## src/rtl/rpt_pkg.sv

```systemverilog
package rpt_pkg;
  localparam int DATA_W     = 8;
  localparam int ADDR_W     = 16;
  localparam int PAGE_W     = 8;
  localparam int NUM_WIN    = 2;
  localparam int CFG_AW     = 4;
  localparam int REG_MODE   = 0;
  localparam int REG_DIR    = 1;
  localparam int REG_OUT    = 2;
  localparam int WIN_BASE   = 4;
  localparam int WIN_STRIDE = 6;
  localparam int MODE_EN_BIT = 7;

  typedef struct packed {
    logic              en;
    logic              pg_en;
    logic [PAGE_W-1:0] page;
    logic [ADDR_W-1:0] lo;
    logic [ADDR_W-1:0] hi;
  } win_cfg_t;
endpackage

```

## src/rtl/rpt_regs.sv

```systemverilog
module rpt_regs
  import rpt_pkg::*;
(
  input  logic                          clk,
  input  logic                          rst_n,
  input  logic                          cfg_we,
  input  logic [CFG_AW-1:0]             cfg_addr,
  input  logic [DATA_W-1:0]             cfg_wdata,
  output logic                          mode_en,
  output logic [DATA_W-1:0]             gpio_dir,
  output logic [DATA_W-1:0]             gpio_out,
  output win_cfg_t [NUM_WIN-1:0]        win_cfg
);
  logic [DATA_W-1:0]      mode_q, mode_d;
  logic [DATA_W-1:0]      dir_q, dir_d, out_q, out_d;
  win_cfg_t [NUM_WIN-1:0] win_q, win_d;

  function automatic logic hit_reg(input logic [CFG_AW-1:0] a, input int idx);
    return a == CFG_AW'(idx);
  endfunction

  always_comb begin
    mode_d = mode_q;
    dir_d  = dir_q;
    out_d  = out_q;
    win_d  = win_q;
    if (cfg_we) begin
      if (hit_reg(cfg_addr, REG_MODE)) mode_d = cfg_wdata;
      if (hit_reg(cfg_addr, REG_DIR))  dir_d  = cfg_wdata;
      if (hit_reg(cfg_addr, REG_OUT))  out_d  = cfg_wdata;
      for (int w = 0; w < NUM_WIN; w++) begin
        if (hit_reg(cfg_addr, WIN_BASE + w*WIN_STRIDE + 0)) win_d[w].lo[7:0]  = cfg_wdata;
        if (hit_reg(cfg_addr, WIN_BASE + w*WIN_STRIDE + 1)) win_d[w].lo[15:8] = cfg_wdata;
        if (hit_reg(cfg_addr, WIN_BASE + w*WIN_STRIDE + 2)) win_d[w].hi[7:0]  = cfg_wdata;
        if (hit_reg(cfg_addr, WIN_BASE + w*WIN_STRIDE + 3)) win_d[w].hi[15:8] = cfg_wdata;
        if (hit_reg(cfg_addr, WIN_BASE + w*WIN_STRIDE + 4)) win_d[w].page     = cfg_wdata;
        if (hit_reg(cfg_addr, WIN_BASE + w*WIN_STRIDE + 5)) begin
          win_d[w].en    = cfg_wdata[0];
          win_d[w].pg_en = cfg_wdata[1];
        end
      end
    end
  end

  always_ff @(posedge clk or negedge rst_n) begin
    if (!rst_n) begin
      mode_q <= '0;
      dir_q  <= '0;
      out_q  <= '0;
      win_q  <= '0;
    end else if (cfg_we) begin
      mode_q <= mode_d;
      dir_q  <= dir_d;
      out_q  <= out_d;
      win_q  <= win_d;
    end
  end

  assign mode_en  = mode_q[MODE_EN_BIT];
  assign gpio_dir = dir_q;
  assign gpio_out = out_q;
  assign win_cfg  = win_q;

  // no register changes without a sampled write
  a_r12_hold_without_we: assert property (@(posedge clk) disable iff (!rst_n)
    !cfg_we |=> $stable(mode_q) && $stable(dir_q) && $stable(out_q));
endmodule

```

## src/rtl/rpt_window.sv

```systemverilog
module rpt_window
  import rpt_pkg::*;
(
  input  win_cfg_t          cfg,
  input  logic [ADDR_W-1:0] addr,
  input  logic [PAGE_W-1:0] page,
  output logic              hit
);
  logic in_range, page_ok;
  always_comb begin
    in_range = (addr >= cfg.lo) && (addr <= cfg.hi);
    page_ok  = !cfg.pg_en || (page == cfg.page);
    hit      = cfg.en && in_range && page_ok;
  end
endmodule

```

## src/rtl/rpt_datapath.sv

```systemverilog
module rpt_datapath
  import rpt_pkg::*;
(
  input  logic              clk,
  input  logic              rst_n,
  input  logic              mode_en,
  input  logic              sel_any,
  input  logic              code_fetch_n,
  input  logic              cpu_rd_n,
  input  logic              cpu_wr_n,
  input  logic [DATA_W-1:0] cpu_dout,
  input  logic [DATA_W-1:0] pin_in,
  input  logic [DATA_W-1:0] gpio_dir,
  input  logic [DATA_W-1:0] gpio_out,
  output logic [DATA_W-1:0] cpu_din,
  output logic              cpu_din_oe,
  output logic [DATA_W-1:0] pin_out,
  output logic [DATA_W-1:0] pin_oe,
  output logic              strobe_err
);
  logic active, wr_go, rd_go, clash;
  logic err_q, err_d;

  always_comb begin
    active = mode_en && code_fetch_n && sel_any;
    wr_go  = active && !cpu_wr_n &&  cpu_rd_n;
    rd_go  = active && !cpu_rd_n &&  cpu_wr_n;
    clash  = active && !cpu_rd_n && !cpu_wr_n;
    pin_oe     = active ? {DATA_W{wr_go}} : gpio_dir;
    pin_out    = active ? cpu_dout : gpio_out;
    cpu_din    = rd_go ? pin_in : '0;
    cpu_din_oe = rd_go;
    err_d      = err_q | clash;
  end

  always_ff @(posedge clk or negedge rst_n) begin
    if (!rst_n)     err_q <= 1'b0;
    else if (clash) err_q <= err_d;
  end

  assign strobe_err = err_q;

  a_r9_single_direction: assert property (@(posedge clk) disable iff (!rst_n)
    !(cpu_din_oe && (|pin_oe)));
  a_r7_fetch_blocks_read: assert property (@(posedge clk) disable iff (!rst_n)
    !code_fetch_n |-> !cpu_din_oe);
  a_r11_clash_no_read: assert property (@(posedge clk) disable iff (!rst_n)
    (!cpu_rd_n && !cpu_wr_n) |-> !cpu_din_oe);
  a_r11_err_sets: assert property (@(posedge clk) disable iff (!rst_n)
    clash |=> strobe_err);
  a_r11_err_sticky: assert property (@(posedge clk) disable iff (!rst_n)
    strobe_err |=> strobe_err);
  a_r6_disabled_idle: assert property (@(posedge clk) disable iff (!rst_n)
    !mode_en |-> !cpu_din_oe);
endmodule

```

## src/rtl/rpt_port.sv

```systemverilog
module rpt_port
  import rpt_pkg::*;
(
  input  logic              clk,
  input  logic              rst_n,
  input  logic              cfg_we,
  input  logic [CFG_AW-1:0] cfg_addr,
  input  logic [DATA_W-1:0] cfg_wdata,
  input  logic [ADDR_W-1:0] cpu_addr,
  input  logic [PAGE_W-1:0] cpu_page,
  input  logic              code_fetch_n,
  input  logic              cpu_rd_n,
  input  logic              cpu_wr_n,
  input  logic [DATA_W-1:0] cpu_dout,
  output logic [DATA_W-1:0] cpu_din,
  output logic              cpu_din_oe,
  input  logic [DATA_W-1:0] pin_in,
  output logic [DATA_W-1:0] pin_out,
  output logic [DATA_W-1:0] pin_oe,
  output logic              strobe_err
);
  logic [1:0] rst_sync_q;
  logic       rst_int_n;

  always_ff @(posedge clk or negedge rst_n) begin
    if (!rst_n) rst_sync_q <= 2'b00;
    else        rst_sync_q <= {rst_sync_q[0], 1'b1};
  end
  assign rst_int_n = rst_sync_q[1];

  logic                   mode_en;
  logic [DATA_W-1:0]      gpio_dir, gpio_out;
  win_cfg_t [NUM_WIN-1:0] win_cfg;
  logic [NUM_WIN-1:0]     win_hit;

  rpt_regs u_regs (
    .clk(clk), .rst_n(rst_int_n),
    .cfg_we(cfg_we), .cfg_addr(cfg_addr), .cfg_wdata(cfg_wdata),
    .mode_en(mode_en), .gpio_dir(gpio_dir), .gpio_out(gpio_out),
    .win_cfg(win_cfg)
  );

  for (genvar g = 0; g < NUM_WIN; g++) begin : g_win
    rpt_window u_win (
      .cfg(win_cfg[g]), .addr(cpu_addr), .page(cpu_page), .hit(win_hit[g])
    );
  end

  rpt_datapath u_dp (
    .clk(clk), .rst_n(rst_int_n),
    .mode_en(mode_en), .sel_any(|win_hit), .code_fetch_n(code_fetch_n),
    .cpu_rd_n(cpu_rd_n), .cpu_wr_n(cpu_wr_n), .cpu_dout(cpu_dout),
    .pin_in(pin_in), .gpio_dir(gpio_dir), .gpio_out(gpio_out),
    .cpu_din(cpu_din), .cpu_din_oe(cpu_din_oe),
    .pin_out(pin_out), .pin_oe(pin_oe), .strobe_err(strobe_err)
  );
endmodule

```

## config.mk

```make
export PLATFORM = sky130hd
export DESIGN_NAME = rpt_port
export DESIGN_NICKNAME = d
export VERILOG_FILES = /design/src/rtl/rpt_pkg.sv /design/src/rtl/rpt_regs.sv /design/src/rtl/rpt_window.sv /design/src/rtl/rpt_datapath.sv /design/src/rtl/rpt_port.sv
export SDC_FILE = /design/constraint.sdc
export NUM_CORES = 1
export LEC_CHECK = 0
export ABC_AREA = 1
export ABC_CLOCK_PERIOD_IN_PS = 4200
export BUFFER_PORTS_ARGS = -buffer_cell sky130_fd_sc_hd__buf_2
export CAP_MARGIN = 10
export CELL_PAD_IN_SITES_DETAIL_PLACEMENT = 1
export CELL_PAD_IN_SITES_GLOBAL_PLACEMENT = 1
export CORE_UTILIZATION = 43
export DETAILED_ROUTE_END_ITERATION = 8
export PLACE_DENSITY_LB_ADDON = 0.1
export SKIP_CTS_REPAIR_TIMING = 1
export SLEW_MARGIN = 10
export SYNTH_ARGS = -nofsm -noshare
export SYNTH_HDL_FRONTEND = slang
export SYNTH_SLANG_ARGS = --single-unit
```

## constraint.sdc

```tcl
create_clock -name clk -period 4.2 [get_ports clk]
set_input_delay 0.21 -clock clk [delete_from_list [all_inputs] [get_ports clk]]
set_output_delay 0.21 -clock clk [all_outputs]
set_load 0.03 [all_outputs]
```

* Word-level counts from Yosys, hierarchy flattened *
Index checks and enable logic that the tools add are counted.

cells by class
  $lt $le $gt $ge = 4
  equal/unequal tests = 16
  mux-type cells = 3
  bitwise gates (word level) = 1
  reduce and logical (&&, ||, !) cells = 36

operator list
  cell                                                  number
  equality test 4 bit (second input constant)           8
  >= comparator 16 bit                                  2
  <= comparator 16 bit                                  2
  AND reduction 2 bit                                   15
  2-to-1 mux 8 bit                                      3
  equality test 4 x 3 -> 1 bit (second input constant)  4
  equality test 8 bit                                   2
  logical AND 1 bit                                     13
  equality test 4 x 1 -> 1 bit (second input constant)  1
  equality test 4 x 2 -> 1 bit (second input constant)  1
  logical NOT 1 bit                                     4
  logical NOT 4 bit                                     1
  logical OR 1 bit                                      2
  OR reduction 2 bit                                    1
  bitwise OR 1 bit                                      1

word-level totals
  register bits after elaboration = 111
  input port bits = 58
  output and inout bits = 26
  word-level logic and storage cells = 79

* Depth between registers and ports, before layout *
Gate-level depths: netlist (run 1).

  depth after elaboration = 9
  mapped depth = 18
  mapped depth without buffers = 17

* Modules after synthesis *
Synthesis (run 1) repeated with hierarchy kept, for this count alone.

unflattened totals
  cell total of the unflattened synthesis = 911
  area, all modules = 6533.8 sq um

modules (own cells, without submodules)
  module        times used  cells an instance  area an instance (sq um)  seq. area each (sq um)
  rpt_regs      1           482                4137.7                    2527.4
  rpt_window    2           176                1006.0                    0.0
  rpt_datapath  1           71                 319.1                     25.0
  rpt_port      1           6                  65.1                      50.0

* Worst setup path after synthesis (run 1) *
OpenSTA, ideal clock, no wires.

  path kind = reg2out
  start = reg u_regs.win_q (netlist bit u_regs.win_cfg[57])
  end = out pin_oe[3]
  data arrival time = 2139 ps
  data required time = 3990 ps
  path slack = 1851 ps
  stages on the path, launching flop included = 12
  buffers on the path = 1
  cell sequence = dfrtp_1 > inv_1 > ha_1 > nand2_1 > nor3_1 > nand3_1 > nand2_1 > nand3_1 > nand2_2 > nand2_4 > buf_6 > o21ai_0

between the ends
  word-level cells in the longest chain between the ends = 9

RTL lines
  what                                 line                text
  start, declared                      rpt_regs.sv:16      win_cfg_t [NUM_WIN-1:0] win_q, win_d;
  start signal, assigned               rpt_regs.sv:55      win_q <= win_d;
  <= comparator 16 bit (*)             rpt_window.sv:11    in_range = (addr >= cfg.lo) && (addr <= cfg.hi);
  logical AND 1 bit (*)                rpt_window.sv:11
  logical AND 1 bit (*) (2 in series)  rpt_window.sv:13    hit = cfg.en && in_range && page_ok;
  OR reduction 2 bit (*)               rpt_port.sv:51      .mode_en(mode_en), .sel_any(|win_hit), .code_fetch_n(code_fetch_n),
  logical AND 1 bit (*)                rpt_datapath.sv:25  active = mode_en && code_fetch_n && sel_any;
  logical AND 1 bit (2 in series)      rpt_datapath.sv:26  wr_go = active && !cpu_wr_n && cpu_rd_n;
  2-to-1 mux 8 bit (*)                 rpt_datapath.sv:29  pin_oe = active ? {DATA_W{wr_go}} : gpio_dir;
  end, declared                        rpt_port.sv:19      output logic [DATA_W-1:0] pin_oe,

Mark *: on every way between the ends. The rest lies on a longest branch, timed or not.

* Worst setup path after layout (run 1) *
  start = reg u_regs.win_q (netlist bit u_regs.win_cfg[11])
  end = out pin_oe[1]

The elaborated chain is that of the path after synthesis.

==> results of run 1 <==
[synth_stat cells]
cell,count
a21oi_2,1
o21bai_1,4
nand3_1,19
nor2_1,44
buf_2,5
nor2_2,1
dfrtp_1,104
nand2_4,1
inv_2,1
o21ai_1,8
clkbuf_1,11
nand2_2,1
ha_1,64
nand2_1,221
nand4_1,5
xnor2_1,12
nand4_4,1
nor3_1,6
o21a_1,1
inv_1,112
o21ai_0,103
a21o_1,2
buf_6,3
conb_1,1
a21oi_1,29
[state kept, by name, indices dropped and copies added, names as in the netlist]
register and count:
u_regs.gpio_dir 8, u_regs.mode_q 1, u_regs.gpio_out 8, u_regs.win_cfg 84, u_dp.strobe_err 1, rst_sync_q 2
[metrics by stage]
| step | utilization | instances | worst slack, ns | cell area (sq um) | hold WS (ns) |
|---|---|---|---|---|---|
| 2_1_floorplan | - | 760 | 1.09 | 5990 | -0.0856 |
| 3_3_place_gp | 0.488 | 1001 | 1.70 | 6540 | -0.00559 |
| 3_5_place_dp | 0.488 | 1001 | 1.63 | 6540 | -0.00229 |
| 4_1_cts | 0.513 | 1017 | 1.25 | 6870 | -0.388 |
| 5_1_grt | 0.514 | 1018 | 1.00 | 6880 | 0.148 |
| 6_report | 0.514 | 1018 | 1.30 | 6880 | 0.138 |
[final timing paths]
check,end,cells after the start,slack [ns],start
min,u_regs.win_cfg[41]$_DFFE_PN0P_,3,0.14,cfg_wdata[0]
min in group asynchronous,rst_sync_q[1]$_DFF_PN0_,2,0.16,rst_n
max,pin_oe[1],11,1.30,u_regs.win_cfg[11]$_DFFE_PN0P_
max in group asynchronous,u_regs.win_cfg[70]$_DFFE_PN0P_,1,2.72,rst_sync_q[1]$_DFF_PN0_
min reg2reg,rst_sync_q[1]$_DFF_PN0_,0,0.36,rst_sync_q[0]$_DFF_PN0_
max reg2reg,u_dp.strobe_err$_DFFE_PN0P_,10,2.21,u_regs.win_cfg[11]$_DFFE_PN0P_
[cell families after synthesis]
group	Yosys count	synth area share
other	1	0.000626
XOR/XNOR	12	0.0175
adder cells (fa/ha/maj)	64	0.134
AO/OA/AOI/OAI	148	0.127
flip-flops	104	0.434
buffers and inverters	132	0.0875
AND/OR/NAND/NOR	299	0.200
[layout make-up]
class	count	area, sq um
fillers	1698	6520
multi-input cells	524	2870
flip-flops and latches	104	2610
repair buffers	85	433
inverters	113	424
clock buffers	12	256
well taps	176	220
clock inverters	4	76.3
[layer usage]
layer	up-vias	routed length, um	share of wire
li1	2570	-	-
met1	2526	7570	0.44
met2	84	8420	0.49
met3	25	777	0.046
met4	0	281	0.016
met5	-	0	0
[power groups by stage]
stage	combinational [mW]	clock, mW	sequential (mW)
6_report	0.897	0.942	1.33
5_1_grt	1.05	0.987	1.36
4_1_cts	0.912	0.958	1.34
3_5_place_dp	0.901	0	1.35
3_3_place_gp	0.836	0	1.34
2_1_floorplan	0.641	0	1.32
[critical path, stage by stage (launching register included)]
cell	delay, ns
dfrtp_1	0.37
inv_1	0.05
ha_1	0.31
nand4_1	0.11
nor3_1	0.31
nand3_1	0.12
nand2_1	0.11
nand3_1	0.11
nand2_2	0.24
nand2_4	0.21
o21ai_1	0.18
buf_2	0.22
==> qor.yml, run 1 <==
outcome:
  status: "completed"
logic_synthesis:
  yosysTopAreaCellShare: 0.434
  synthCells: 760
  synth_area_leader_cell: "dfrtp_1"
  syn_area_per_cell_sq_um: 7.89
  ys_seq_area_frac: 0.434
  yosys_warnings: 0
  syn-cell-area_sq_mm: 0.00599
  ys_types: 25
  synth_area_leaders: "dfrtp_1 43%, nand2_1 14%, ha_1 13%, o21ai_0 8.6%, inv_1 7.0%"
  syn_nets: 882
  synth_seq_cells: 104
power:
  p_comb_frac: 0.283
  cellLeakagePower_nw: 3.67
  p_seq_frac: 0.420
  power.density_mw_per_mm2: 461
  p_sw_frac: 0.336
  peakVddDrop_uv: 355
  p_sw_mw: 1.07
  p_total_mw: 3.17
  pwr-share-clk: 0.297
  internal_power_mw: 2.11
grt:
  grt.total_usage: 0.259
  first_global_vias: 5694
  grt_max_degree: 81
  busiest_layer: "met2"
  antenna_found_initial: 0
  grt_first_pass_wirelength_mm: 28.6
  use_met1: 0.323
  grt_overflow: 0
  grt_util_met2: 0.452
  met3_usage: 0.0556
sta:
  post-route-min-period_ns: 2.90
  fmax_mhz: 344
  worstMarginPinSlew_ns: 1.09
  skew_ns: 0.00882
  hold_viol_final: 0
  maxSlewViolCount: 0
  max_slew_margin: 0.273
  timing.final.crit_share: 0.692
  setup_tns_ns: 0
  rsz0062_at_grt: "false"
  finalSetupViolCount: 0
worst_setup_path:
  end_kind: "primary output"
  critPathArrivalTime_ns: 2.69
  crit_type: "flip-flop to primary output"
  timing.critical_path.from_type: "flip-flop"
  crit_fanout: 24
  crit_required_ns: 3.99
cts:
  cts.htree.levels: 3
  clkLatencyLatePin_ns: 0.35
  cts.reportedPaths.clkPinSlew_ns: 0.07
  ctsLongestPathBuffers: 2
  cts_buffers: 9
  cts.sinks: 104
  clockRootBuffer: "clkbuf_16"
  cts_tree: "built"
layout:
  drive_gt1_frac: 0.126
  layout.cells.most_common: "nand2_1"
  antenna_cells: 0
  final_nets: 959
  mostFrequentLayoutCells: "221 x nand2_1, 112 x inv_1, 103 x o21ai_0, 103 x dfrtp_1, 83 x buf_2"
  area_growth_pct: 14.8
die:
  num_rows: 42
  start_util: 0.447
  die_y_um: 120
  io_pins: 84
  die_w_um: 120
  core_area_sq_mm: 0.0134
  dieArea_sq_mm: 0.0144
drt:
  initialDrtViolationCount: 227
  ant_nets: 0
  wire_per_inst_um: 16.7
  first_pass_iters: 4
  vias_per_cell: 5.11
  wirelength_mm: 17.0
  drc: 0
  vias: 5205
placement:
  dpl.hpwl_mm: 12.7
  io_buffers: 83
  routabilityCongestion: 0.784
worst_hold_path:
  min_path_type: "input pin to flip-flop"
flow_run:
  max_cap_viol_count: 0
Note: power is estimated with default switching activity, not from simulation.
==> run 2: changes to the inputs <==
- ABC_CLOCK_PERIOD_IN_PS: 4200 -> 2700
- clock period: 4.2 -> 2.7 ns (I/O delays scaled with it)
==> qor.yml, run 2 (synthesis gave the netlist of run 1 again) <==
outcome:
  status: "completed"
drt:
  drc: 0  # unchanged
  initialDrtViolationCount: 186  # -18%
  first_pass_iters: 4  # unchanged
  vias: 5284  # +1.5%
  vias_per_cell: 5.14  # +0.43%
  wirelength_mm: 17.9  # +5.2%
  ant_nets: 0  # unchanged
  wire_per_inst_um: 17.4  # +4.1%
sta:
  timing.final.crit_share: 0.977
  finalSetupViolCount: 0  # unchanged
  timing.final.ws_setup_ns: 0.0618  # -1.23 ns
  maxSlewViolCount: 0  # unchanged
  setup_tns_ns: 0  # unchanged
  max_slew_margin: 0.565  # +0.292
  rsz0062_at_grt: "true"
  skew_ns: 0.00715  # -0.00167 ns
  post-route-min-period_ns: 2.64
  worstMarginPinSlew_ns: 0.652  # -0.439 ns
  fmax_mhz: 379
  hold_viol_final: 0  # unchanged
grt:
  grt_first_pass_wirelength_mm: 28.3  # -0.94%
  first_global_vias: 5707  # +0.23%
  grt.total_usage: 0.258  # -0.000675
  grt_max_degree: 65  # -20%
  antenna_found_initial: 0  # unchanged
  grt_overflow: 0  # unchanged
die:
  die_y_um: 120  # unchanged
  io_pins: 84  # unchanged
  dieArea_sq_mm: 0.0144  # unchanged
  core_area_sq_mm: 0.0134  # unchanged
  die_w_um: 120  # unchanged
  start_util: 0.447  # unchanged
  num_rows: 42  # unchanged
layout:
  drive_gt1_frac: 0.165  # +0.0394
  fill_cells: 1686  # -0.71%
  mostFrequentLayoutCells: "217 x nand2_1, 111 x inv_1, 103 x dfrtp_1"
  layoutNonFillerInstCount: 1029  # +1.1%
  antenna_cells: 0  # unchanged
  final_nets: 970  # +1.1%
  layout.cells.most_common: "nand2_1"
  largest_reg_flops: 84  # unchanged
  area_growth_pct: 20.4
  fin_util: 0.539  # +0.0249
worst_setup_path:
  timing.critical_path.from_type: "flip-flop"
  max_stage_delay_ns: 0.35  # -0.02 ns
  crit_required_ns: 2.57  # -1.42 ns
  cp_slowest_cell: "dfrtp_1"
  crit_fanout: 6  # -75%
  crit_chain: "inv_1 > ha_1 > a21oi_1 > o21ai_0 > a21oi_2 > nand2_1 > nand2_1 > nand3_4 > nand2_8 > nand4_4 > nor2_2 > buf_6"
  cp_common_cell: "nand2_1"
  critPathArrivalTime_ns: 2.50  # -0.19 ns
  worstRegToRegCells: 12  # +2
  crit_type: "flip-flop to primary output"
  end_kind: "primary output"
cts:
  cts.sinks: 104  # unchanged
  cts.htree.levels: 3  # unchanged
  ctsLongestPathBuffers: 2  # unchanged
  clkLatencyLatePin_ns: 0.36  # about the same
  cts.reportedPaths.clkPinSlew_ns: 0.07  # about the same
  cts_buffers: 9  # unchanged
  clockRootBuffer: "clkbuf_16"
  cts_tree: "built"
flow_run:
  max_cap_viol_count: 0  # unchanged
placement:
  io_buffers: 83  # unchanged
  dpl.hpwl_mm: 12.7  # -0.65%
  placedCellCount: 1004  # +0.30%
  routabilityCongestion: 0.791  # +0.82%
  pre_cts_ws_ns: 0.115  # -1.51 ns
power:
  p_sw_mw: 1.72  # +62%
  p_comb_frac: 0.307  # +0.024
  p_seq_frac: 0.411  # -0.009
  pwr-share-clk: 0.283  # -0.014
  p_sw_frac: 0.343  # +0.00678
  power.density_mw_per_mm2: 697  # +51%
  peakVddDrop_uv: 467  # +32%
  cellLeakagePower_nw: 3.74  # +1.8%
  internal_power_mw: 3.31  # +57%
worst_hold_path:
  min_path_type: "input pin to flip-flop"
  min_path_cells: 3  # unchanged
==> run 2: cell count changes in the layout (fill, tap and decap cells not counted), sizes merged <==
| cell | before | now |
|---|---|---|
| buf | 84 | 88 |
| clkinvlp | 1 | 2 |
| nand2 | 223 | 225 |
| nand4 | 6 | 7 |
| clkbuf | 12 | 15 |
==> run 2: path summary, 6_finish.rpt <==
path | to | startpoint | slack, ns
setup reg to reg | u_dp.strobe_err$_DFFE_PN0P_ | u_regs.win_cfg[11]$_DFFE_PN0P_ | 0.71
hold reg to reg | u_regs.win_cfg[18]$_DFFE_PN0P_ | rst_sync_q[1]$_DFF_PN0_ | 0.31
hold / removal | u_regs.win_cfg[63]$_DFFE_PN0P_ | cfg_wdata[5] | 0.05
min in group asynchronous | rst_sync_q[0]$_DFF_PN0_ | rst_n | 0.09
setup / recovery | cpu_din[6] | u_regs.win_cfg[57]$_DFFE_PN0P_ | 0.06
max in group asynchronous | u_regs.win_cfg[57]$_DFFE_PN0P_ | rst_sync_q[1]$_DFF_PN0_ | 1.65
==> run 2: worst max-delay path, delay by kind of cell (launching register included) <==
family,cells,cell delay [ns]
flip-flops,1,0.35
buffers and inverters,2,0.20
AND/OR/NAND/NOR,6,0.83
AO/OA/AOI/OAI,3,0.49
adder cells (fa/ha/maj),1,0.28
==> run 2: area by class of cell <==
cell class | instances | area, sq um | share of cell area
Inverter | 113 | 424 | 0.0588
Timing Repair Buffer | 93 | 557 | 0.0771
Multi-Input combinational cell | 527 | 3090 | 0.428
Clock inverter | 5 | 80.1 | 0.0111
Sequential cell | 104 | 2610 | 0.361
Clock buffer | 11 | 243 | 0.0336
Tap cell | 176 | 220 | 0.0305
==> run 2: power groups by stage <==
stage,Sequential [mW],Combinational (mW),Clock (mW)
after floorplan,2.05,0.997,0
after global placement,2.07,1.31,0
after detailed placement,2.09,1.41,0
after CTS,2.07,1.43,1.45
after global routing,2.10,1.78,1.49
final,2.07,1.54,1.42
==> run 2: per-layer routing <==
metal,global-route usage,up-vias,share of wire
li1,-,2589,-
met1,0.309,2591,0.44
met2,0.455,79,0.51
met3,0.0585,25,0.036
met4,0.0805,0,0.022
met5,0,-,0
==> run 2: stage by stage <==
stage	power [mW]	cell area, sq um	hold WS [ns]
finish	5.03	7220	0.0455
global route	5.37	7220	0.0657
CTS	4.95	6900	-0.448
detailed placement	3.51	6580	-0.0699
global placement	3.38	6580	-0.0801
floorplan	3.04	6000	-0.161
